===== config.mk =====
export PLATFORM = sky130hd
export DESIGN_NAME = adc_sport
export DESIGN_NICKNAME = d
export VERILOG_FILES = /design/src/rtl/adc_sport_pkg.sv /design/src/rtl/adc_sport_sync.sv /design/src/rtl/adc_sport_edge.sv /design/src/rtl/adc_sport_rdsh.sv /design/src/rtl/adc_sport_wrcap.sv /design/src/rtl/adc_sport.sv
export SDC_FILE = /design/constraint.sdc
export NUM_CORES = 1
export LEC_CHECK = 0
export BUFFER_PORTS_ARGS = -buffer_cell sky130_fd_sc_hd__clkbuf_2
export CORE_MARGIN = 2
export CORE_UTILIZATION = 40
export DETAILED_ROUTE_END_ITERATION = 10
export SLEW_MARGIN = 20
export SYNTH_ARGS = -nofsm -noshare
export SYNTH_HDL_FRONTEND = slang
export SYNTH_HIERARCHICAL = 1
export SYNTH_SLANG_ARGS = --single-unit
export TNS_END_PERCENT = 1

===== constraint.sdc =====
create_clock -name clk -period 1.7 [get_ports clk]
set_input_delay 0.085 -clock clk [delete_from_list [all_inputs] [get_ports clk]]
set_output_delay 0.085 -clock clk [all_outputs]
set_load 0.01 [all_outputs]

===== src/rtl/adc_sport_pkg.sv =====
package adc_sport_pkg;
  // positions of the host lines inside the synchroniser vector
  localparam int unsigned IX_SCK = 0;
  localparam int unsigned IX_DIN = 1;
  localparam int unsigned IX_RW  = 2;
  localparam int unsigned N_LINES = 3;
  // lines that need edge detection: serial clock and direction
  localparam int unsigned N_EDGE = 2;
  localparam int unsigned EX_SCK = 0;
  localparam int unsigned EX_RW  = 1;
endpackage


===== src/rtl/adc_sport_sync.sv =====
module adc_sport_sync #(
  parameter int unsigned N = 3
) (
  input  logic         clk,
  input  logic         rst_n,
  input  logic [N-1:0] d,
  output logic [N-1:0] q
);
  logic [N-1:0] s1_q, s2_q;

  always_ff @(posedge clk or negedge rst_n) begin
    if (!rst_n) begin
      s1_q <= '0;
      s2_q <= '0;
    end else begin
      s1_q <= d;
      s2_q <= s1_q;
    end
  end

  assign q = s2_q;
endmodule


===== src/rtl/adc_sport_edge.sv =====
module adc_sport_edge #(
  parameter int unsigned N = 2
) (
  input  logic         clk,
  input  logic         rst_n,
  input  logic [N-1:0] lvl,
  output logic [N-1:0] rise,
  output logic [N-1:0] fall
);
  logic [N-1:0] prv_q;

  always_ff @(posedge clk or negedge rst_n) begin
    if (!rst_n) prv_q <= '0;
    else        prv_q <= lvl;
  end

  for (genvar i = 0; i < N; i++) begin : g_edge
    assign rise[i] = lvl[i] & ~prv_q[i];
    assign fall[i] = ~lvl[i] & prv_q[i];
  end
endmodule


===== src/rtl/adc_sport_rdsh.sv =====
module adc_sport_rdsh #(
  parameter int unsigned DW = 16
) (
  input  logic          clk,
  input  logic          rst_n,
  input  logic          rw_lvl,
  input  logic          rw_rise,
  input  logic          sck_fall,
  input  logic          eoc_n,
  input  logic          res_ovr,
  input  logic          res_pol,
  input  logic [DW-1:0] res_data,
  output logic          sdo,
  output logic          sdo_en
);
  localparam int unsigned FW   = DW + 2;
  localparam int unsigned CW   = $clog2(FW + 2);
  localparam logic [CW-1:0] CMAX = CW'(FW + 1);

  logic [FW-1:0] sh_q, sh_d;
  logic [CW-1:0] cnt_q, cnt_d;

  always_comb begin
    sh_d  = sh_q;
    cnt_d = cnt_q;
    if (!rw_lvl) begin
      cnt_d = '0;
    end else if (rw_rise) begin
      sh_d  = {res_ovr, res_pol, res_data};
      cnt_d = '0;
    end else if (sck_fall) begin
      if (cnt_q == '0) begin
        cnt_d = CW'(1);
      end else begin
        sh_d = {sh_q[FW-2:0], 1'b0};
        if (cnt_q != CMAX) cnt_d = cnt_q + CW'(1);
      end
    end
  end

  always_ff @(posedge clk or negedge rst_n) begin
    if (!rst_n) begin
      sh_q  <= '0;
      cnt_q <= '0;
    end else begin
      sh_q  <= sh_d;
      cnt_q <= cnt_d;
    end
  end

  // bit zero of the frame is the live end-of-conversion level
  assign sdo_en = rw_lvl;
  assign sdo    = rw_lvl & ((cnt_q == '0) ? eoc_n : sh_q[FW-1]);
endmodule


===== src/rtl/adc_sport_wrcap.sv =====
module adc_sport_wrcap #(
  parameter int unsigned LW = 8
) (
  input  logic          clk,
  input  logic          rst_n,
  input  logic          rw_lvl,
  input  logic          rw_rise,
  input  logic          rw_fall,
  input  logic          sck_rise,
  input  logic          din_lvl,
  input  logic          eoc_n,
  output logic [LW-1:0] load_val,
  output logic          start,
  output logic          err
);
  localparam int unsigned BW = $clog2(LW + 1);
  localparam logic [BW-1:0] FULL = BW'(LW);

  logic [LW-1:0] in_q, in_d, ld_q, ld_d;
  logic [BW-1:0] bc_q, bc_d;
  logic          ok_q, ok_d, st_q, st_d, er_q, er_d;

  always_comb begin
    in_d = in_q;
    ld_d = ld_q;
    bc_d = bc_q;
    ok_d = ok_q;
    st_d = 1'b0;
    er_d = 1'b0;
    if (rw_fall) begin
      bc_d = '0;
      ok_d = ~eoc_n;
      er_d = eoc_n;
    end else if (!rw_lvl && sck_rise) begin
      in_d = {in_q[LW-2:0], din_lvl};
      if (bc_q != FULL) bc_d = bc_q + BW'(1);
    end else if (rw_rise) begin
      if (ok_q && (bc_q == FULL)) begin
        ld_d = in_q;
        st_d = 1'b1;
      end
      ok_d = 1'b0;
    end
  end

  always_ff @(posedge clk or negedge rst_n) begin
    if (!rst_n) begin
      in_q <= '0;
      ld_q <= '0;
      bc_q <= '0;
      ok_q <= 1'b0;
      st_q <= 1'b0;
      er_q <= 1'b0;
    end else begin
      in_q <= in_d;
      ld_q <= ld_d;
      bc_q <= bc_d;
      ok_q <= ok_d;
      st_q <= st_d;
      er_q <= er_d;
    end
  end

  assign load_val = ld_q;
  assign start    = st_q;
  assign err      = er_q;
endmodule


===== src/rtl/adc_sport.sv =====
module adc_sport
  import adc_sport_pkg::*;
#(
  parameter int unsigned DW = 16,
  parameter int unsigned LW = 8
) (
  input  logic          clk,
  input  logic          rst_n,
  input  logic          ser_clk,
  input  logic          ser_din,
  input  logic          rd_wr_n,
  output logic          ser_dout,
  output logic          ser_dout_en,
  input  logic          eoc_n,
  input  logic          res_ovr,
  input  logic          res_pol,
  input  logic [DW-1:0] res_data,
  output logic [LW-1:0] load_val,
  output logic          conv_start,
  output logic          wr_err
);
  logic [N_LINES-1:0] raw, lvl;
  logic [N_EDGE-1:0]  elvl, rise, fall;

  assign raw[IX_SCK] = ser_clk;
  assign raw[IX_DIN] = ser_din;
  assign raw[IX_RW]  = rd_wr_n;

  adc_sport_sync #(.N(N_LINES)) u_sync (
    .clk(clk), .rst_n(rst_n), .d(raw), .q(lvl)
  );

  assign elvl[EX_SCK] = lvl[IX_SCK];
  assign elvl[EX_RW]  = lvl[IX_RW];

  adc_sport_edge #(.N(N_EDGE)) u_edge (
    .clk(clk), .rst_n(rst_n), .lvl(elvl), .rise(rise), .fall(fall)
  );

  adc_sport_rdsh #(.DW(DW)) u_rd (
    .clk(clk), .rst_n(rst_n),
    .rw_lvl(lvl[IX_RW]), .rw_rise(rise[EX_RW]), .sck_fall(fall[EX_SCK]),
    .eoc_n(eoc_n), .res_ovr(res_ovr), .res_pol(res_pol), .res_data(res_data),
    .sdo(ser_dout), .sdo_en(ser_dout_en)
  );

  adc_sport_wrcap #(.LW(LW)) u_wr (
    .clk(clk), .rst_n(rst_n),
    .rw_lvl(lvl[IX_RW]), .rw_rise(rise[EX_RW]), .rw_fall(fall[EX_RW]),
    .sck_rise(rise[EX_SCK]), .din_lvl(lvl[IX_DIN]), .eoc_n(eoc_n),
    .load_val(load_val), .start(conv_start), .err(wr_err)
  );
endmodule


=== Word-level counts from Yosys, hierarchy flattened ===
Index checks and enable logic that the tools add are counted.

* $add $sub $neg: 2
* Equality and inequality tests: 7
* Muxes and demuxes: 20
* Bitwise logic cells: 12
* Reduce and logical (&&, ||, !) cells: 14

{| class="wikitable"
|+ Operator list
! operator !! count
|-
| $mux W18 || 3
|-
| $mux W5 || 5
|-
| $mux W4 || 3
|-
| $mux W1 || 9
|-
| $reduce_and A2 Y1 || 4
|-
| $reduce_bool A2 Y1 || 4
|-
| $not A1 Y1 || 7
|-
| $add A5 B1 Y5 const B || 1
|-
| $and A1 B1 Y1 || 5
|-
| $logic_not A5 Y1 || 1
|-
| $ne A5 B5 Y1 const B || 1
|-
| $add A4 B1 Y4 const B || 1
|-
| $eq A4 B4 Y1 const B || 1
|-
| $ne A2 B1 Y1 const B || 2
|-
| $ne A4 B1 Y1 const B || 1
|-
| $ne A4 B4 Y1 const B || 1
|-
| $reduce_and A4 Y1 || 1
|-
| $ne A3 B1 Y1 const B || 1
|-
| $reduce_and A3 Y1 || 1
|-
| $logic_and A1 B1 Y1 || 2
|-
| $logic_not A1 Y1 || 1
|}

* Bits in registers: 54
* Bits of input ports: 24
* Output and inout port bits: 12

=== Depth between registers and ports, before layout ===
* Depth after elaboration: 6
* Mapped depth: 7
* Gate-level depth less buffers: 5

=== By module ===
Netlist, hierarchy kept.

{| class="wikitable"
|+ By module, submodules not included
! module !! instances !! cells an instance !! area each (um2) !! sequential area each (um2)
|-
| adc_sport_rdsh || 1 || 141 || 1351.3 || 575.6
|-
| adc_sport_wrcap || 1 || 72 || 980.9 || 575.6
|-
| adc_sport_sync || 1 || 6 || 150.1 || 150.1
|-
| adc_sport_edge || 1 || 6 || 85.1 || 50.0
|}

=== Worst setup path after synthesis ===
No wires, ideal clock.

* Path type: register to register
* Start: reg u_sync.s2_q[2] (netlist: u_sync/q[2])
* End: reg u_rd.sh_q[12]
* Library setup time: 0.094 ns
* Data arrival time: 1.573 ns
* Slack: 0.034 ns
* Stages on the path, launching flop included: 7
* Path buffers: 2
* Period minus slack after synthesis: 1.666 ns
* Cells stage by stage: dfrtp_1 -> and2b_2 -> clkbuf_1 -> nand2_1 -> clkbuf_1 -> o22ai_1 -> a211oi_1

* Word-level cells in the longest chain between the ends: 3

{| class="wikitable"
|+ RTL lines
! element !! RTL line !! source
|-
| start: declaration || adc_sport_sync.sv:9 || <nowiki>logic [N-1:0] s1_q, s2_q;</nowiki>
|-
| start signal: assignment || adc_sport_sync.sv:17 || <nowiki>s2_q <= s1_q;</nowiki>
|-
| $and A1 B1 Y1 * || adc_sport_edge.sv:18 || <nowiki>assign rise[i] = lvl[i] & ~prv_q[i];</nowiki>
|-
| named net rise[1] || adc_sport.sv:23 || <nowiki>logic [N_EDGE-1:0] elvl, rise, fall;</nowiki>
|-
| $ne A2 B1 Y1 (no line) or $reduce_bool A2 Y1 (tied branches) || n/a ||
|-
| $reduce_and A3 Y1 (no line) || n/a ||
|-
| end signal: assignment || adc_sport_rdsh.sv:43 || <nowiki>sh_q <= '0;</nowiki>
|-
| end signal: assignment || adc_sport_rdsh.sv:46 || <nowiki>sh_q <= sh_d;</nowiki>
|-
| end: declaration || adc_sport_rdsh.sv:20 || <nowiki>logic [FW-1:0] sh_q, sh_d;</nowiki>
|}

The timed path passes the listed nets; every way through them passes the cells marked *.
A chain may end at the register's enable or synchronous reset.

=== Final worst setup path ===
* Start: reg u_rd.cnt_q[0]
* End: out ser_dout

* Word-level cells in the longest chain between the ends: 3

{| class="wikitable"
|+ RTL lines
! element !! RTL line !! source
|-
| start: declaration || adc_sport_rdsh.sv:21 || <nowiki>logic [CW-1:0] cnt_q, cnt_d;</nowiki>
|-
| start signal: assignment || adc_sport_rdsh.sv:47 || <nowiki>cnt_q <= cnt_d;</nowiki>
|-
| $logic_not A5 Y1 || adc_sport_rdsh.sv:53 || <nowiki>assign sdo = rw_lvl & ((cnt_q == '0) ? eoc_n : sh_q[FW-1]);</nowiki>
|-
| $mux W1 || adc_sport_rdsh.sv:53 ||
|-
| $and A1 B1 Y1 || adc_sport_rdsh.sv:53 ||
|-
| end: declaration || adc_sport.sv:12 || <nowiki>output logic ser_dout,</nowiki>
|}

Every way passes these cells.

==> flow_summary.toml <==
[clock_tree]
root_buffer = "clkbuf_8"
clk_pin_slew_ns = 0.11
clock_path_buffers = 2
numCtsBuffers = 5
insertion_delay_ns = 0.31
cts.htree.levels = 2
cts_tree = "done"
clock-sinks = 54

[floorplanning]
die_area_um2 = 7075
io-pin-count = 36
num_rows = 29
fp.dieW_um = 84.12
die_h_um = 84.12
start_util_pct = 40.90
core_area_um2 = 6277

[critical_path]
reg2reg_from = "u_rd/cnt_q[0]"
critPathLaunchType = "register"
critPathMaxFanout = 2
rrSetupSlack_ns = -0.04
worstSetupPathType = "register to primary output"
crit_path_end_kind = "primary output"
rr_worst_depth = 6
r2r-end = "u_rd/sh_q[4]"
cp.arrival_ns = 1.68
worstPathRequired_ns = 1.62

[power]
clkPwrFrac_pct = 28.4
max-vdd-ir-drop_v = 0.0004849
p_int_mw = 1.972
power.switching_uw = 794.1
power_density_nw_per_um2 = 882.2
pwr-share-seq_pct = 56.1
fin_total_pwr_mw = 2.766
leakage_nw = 1.414
pwr-share-comb_pct = 15.5
switching_share_pct = 28.70

[route]
wire_per_inst_um = 14.82
first_iter_violations = 81
drt-vias-per-instance = 5.420
wl_mm = 5.261
drc = 0
first_pass_iters = 4
highest_layer = "met4"
ant_nets = 0
wl_met3_um = 163
wl_met1_mm = 2.397
wl_met2_mm = 2.616
vias = 1924

[cells_and_area]
fillCellCount = 606
multiInputGateArea_um2 = 1129
instances_no_fill = 355
synthToLayoutAreaGrowth_pct = 22.12
antenna_cells = 0
register_area_um2 = 1351
drive_gt1_share_pct = 38.49
fin_nets = 305

[yosys]
ys_top_cells_by_count = "54 x dfrtp_1, 17 x mux2_2, 17 x nor2_1, 17 x nor4_1, 16 x o22ai_1"
ys_types = 43
ys_seq_elements = 54
synth_ff_type = "dfrtp_1"
synth_cells = 225
synthTopCellsByArea = "dfrtp_1 53%, mux2_2 7.5%, nor4_1 4.1%"
syn_area_per_cell_um2 = 11.41
synth_edf_count = 0
synthesis.area_um2 = 2567
ys_seq_area_share_pct = 52.63
async_flop_share_pct = 100.0
yosysWarningCount = 6
synth_top_area_share_pct = 52.63
synth_nets = 253
synthMostInstantiatedCell = "dfrtp_1"
synth_top_cell_by_area = "dfrtp_1"

[hold_path]
whs_path_depth = 3
min_from = "res_data[9]"
holdPathEnd = "u_rd/sh_q[9]"
hold_class = "input port to register"

[timing]
drv_slew = 0
rsz0062_at_grt = "yes"
tightest_slew_ns = 0.3626
maxSlewHeadroom_pct = 75.50
min_period_ns = 1.766
finalClockSkew_ns = 0.005094
tns_ns = -0.1475
setup_viol = 5
fmax_mhz = 566.3
hold_viol = 0
period_share_pct = 103.9
layout_setup_ws_ns = -0.06576

[flow_run]
max_cap_violations = 0

[global_routing]
grt_start_max_net_pins = 55
grt_first_pass_wirelength_mm = 9.211
grt_use_total_pct = 15.98
grt_antenna_before_repair = 0
gr-total-overflow = 0
grt_pass1_vias = 1966

[placement]
io_buffers = 35
dp.cells = 338
gp_congestion = 0.8430
pre_cts_ws_ns = -0.01973
hpwlAfterDp_mm = 3.359

[outcome]
failed_checks = "setup timing"
status = "finished with violations"
-- through the flow --
stage | cell area, µm² | hold slack, ns | utilization [%]
floorplan | 2567 | -0.2106 | -
global placement | 2899 | 0.1070 | 46.18
detailed placement | 2899 | 0.1199 | 46.18
CTS | 3112 | 0.03076 | 49.57
global route | 3136 | 0.03882 | 49.95
finish | 3136 | 0.03899 | 49.95
-- power groups by stage --
stage	combinational [mW]	clock, mW	sequential (mW)
2_1_floorplan	0.283	0	1.55
3_3_place_gp	0.394	0	1.58
3_5_place_dp	0.405	0	1.58
4_1_cts	0.430	0.812	1.55
5_1_grt	0.479	0.868	1.58
6_report	0.428	0.785	1.55
-- worst max-delay path, stage by stage, from the launching register on --
cell      delay, ns
dfrtp_1        0.41
inv_2          0.09
ha_4           0.14
or4b_4         0.47
nand2_2        0.08
a21boi_2       0.05
buf_2          0.13
-- routing by layer --
metal  up-vias  GRT usage, %
li1        931             -
met1       948         21.74
met2        39         25.83
met3         6         2.868
met4         0         5.572
met5         -             0
-- area by class of cell --
| type | count | share of cell area, % |
|---|---|---|
| flip-flops and latches | 54 | 43.10 |
| multi-input cells | 144 | 35.99 |
| repair buffers | 61 | 13.41 |
| well taps | 77 | 3.073 |
| clock buffers | 5 | 2.195 |
| inverters | 11 | 1.317 |
| clock inverters | 3 | 0.9178 |
-- cells in the final DEF, fill, tap and decap left out, types with 2 or more instances in the layout --
cell,instances
inv_2,2
a211oi_1,11
dfrtp_1,54
o22ai_1,16
a211oi_2,5
clkbuf_8,5
buf_12,3
nor4_1,17
and2b_2,4
nor3_1,5
clkbuf_2,34
nand3_1,3
inv_1,9
xor2_1,2
dlygate4sd3_1,5
a21oi_1,5
o21ai_0,6
mux2_2,17
buf_4,18
nand4_1,3
nor2b_1,2
ha_4,2
nor2_1,17
nand2_1,4
ha_1,2
-- flip-flops by register name (all words and copies together), names as in the netlist --
register       cells
u_wr/ok_q          1
u_wr/bc_q          4
u_wr/start         1
u_rd/cnt_q         5
u_rd/sh_q         18
u_sync/q           3
u_wr/err           1
u_wr/load_val      8
u_wr/in_q          8
u_sync/s1_q        3
u_edge/prv_q       2
-- logic make-up (layout without fill, tap and decap cells) --
logic type / after synthesis / in the layout / share of synthesized area (%)
fa+ha+maj: 4 / 4 / 1.949
compound gates: 51 / 51 / 14.08
simple gates: 69 / 69 / 17.11
xor+xnor: 2 / 2 / 0.6824
mux: 18 / 18 / 7.846
flops: 54 / 54 / 52.63
buf+inv: 27 / 80 / 5.701
-- worst max path at each step --
stage | start | end | slack [ns] | cells past startpoint
finish | u_rd/cnt_q[0] | ser_dout | -0.07 | 6
global route | u_rd/cnt_q[0] | ser_dout | -0.13 | 6
CTS | u_rd/cnt_q[1] | ser_dout | -0.13 | 7
detailed placement | u_rd/cnt_q[0] | u_rd/sh_q[5] | -0.02 | 6
global placement | u_rd/cnt_q[0] | u_rd/sh_q[5] | 0.04 | 6
floorplan | u_sync/q[2] | u_rd/sh_q[12] | 0.03 | 6
-- timing repair --
action,CTS,global route
gates resized for setup,12,5
endpoints found under the setup margin,2,22
hold buffers,5,0
endpoints found under the hold margin,58,0
pin swaps,3,7
setup buffers,3,2
No activity file was read; power rests on OpenSTA's default activity.
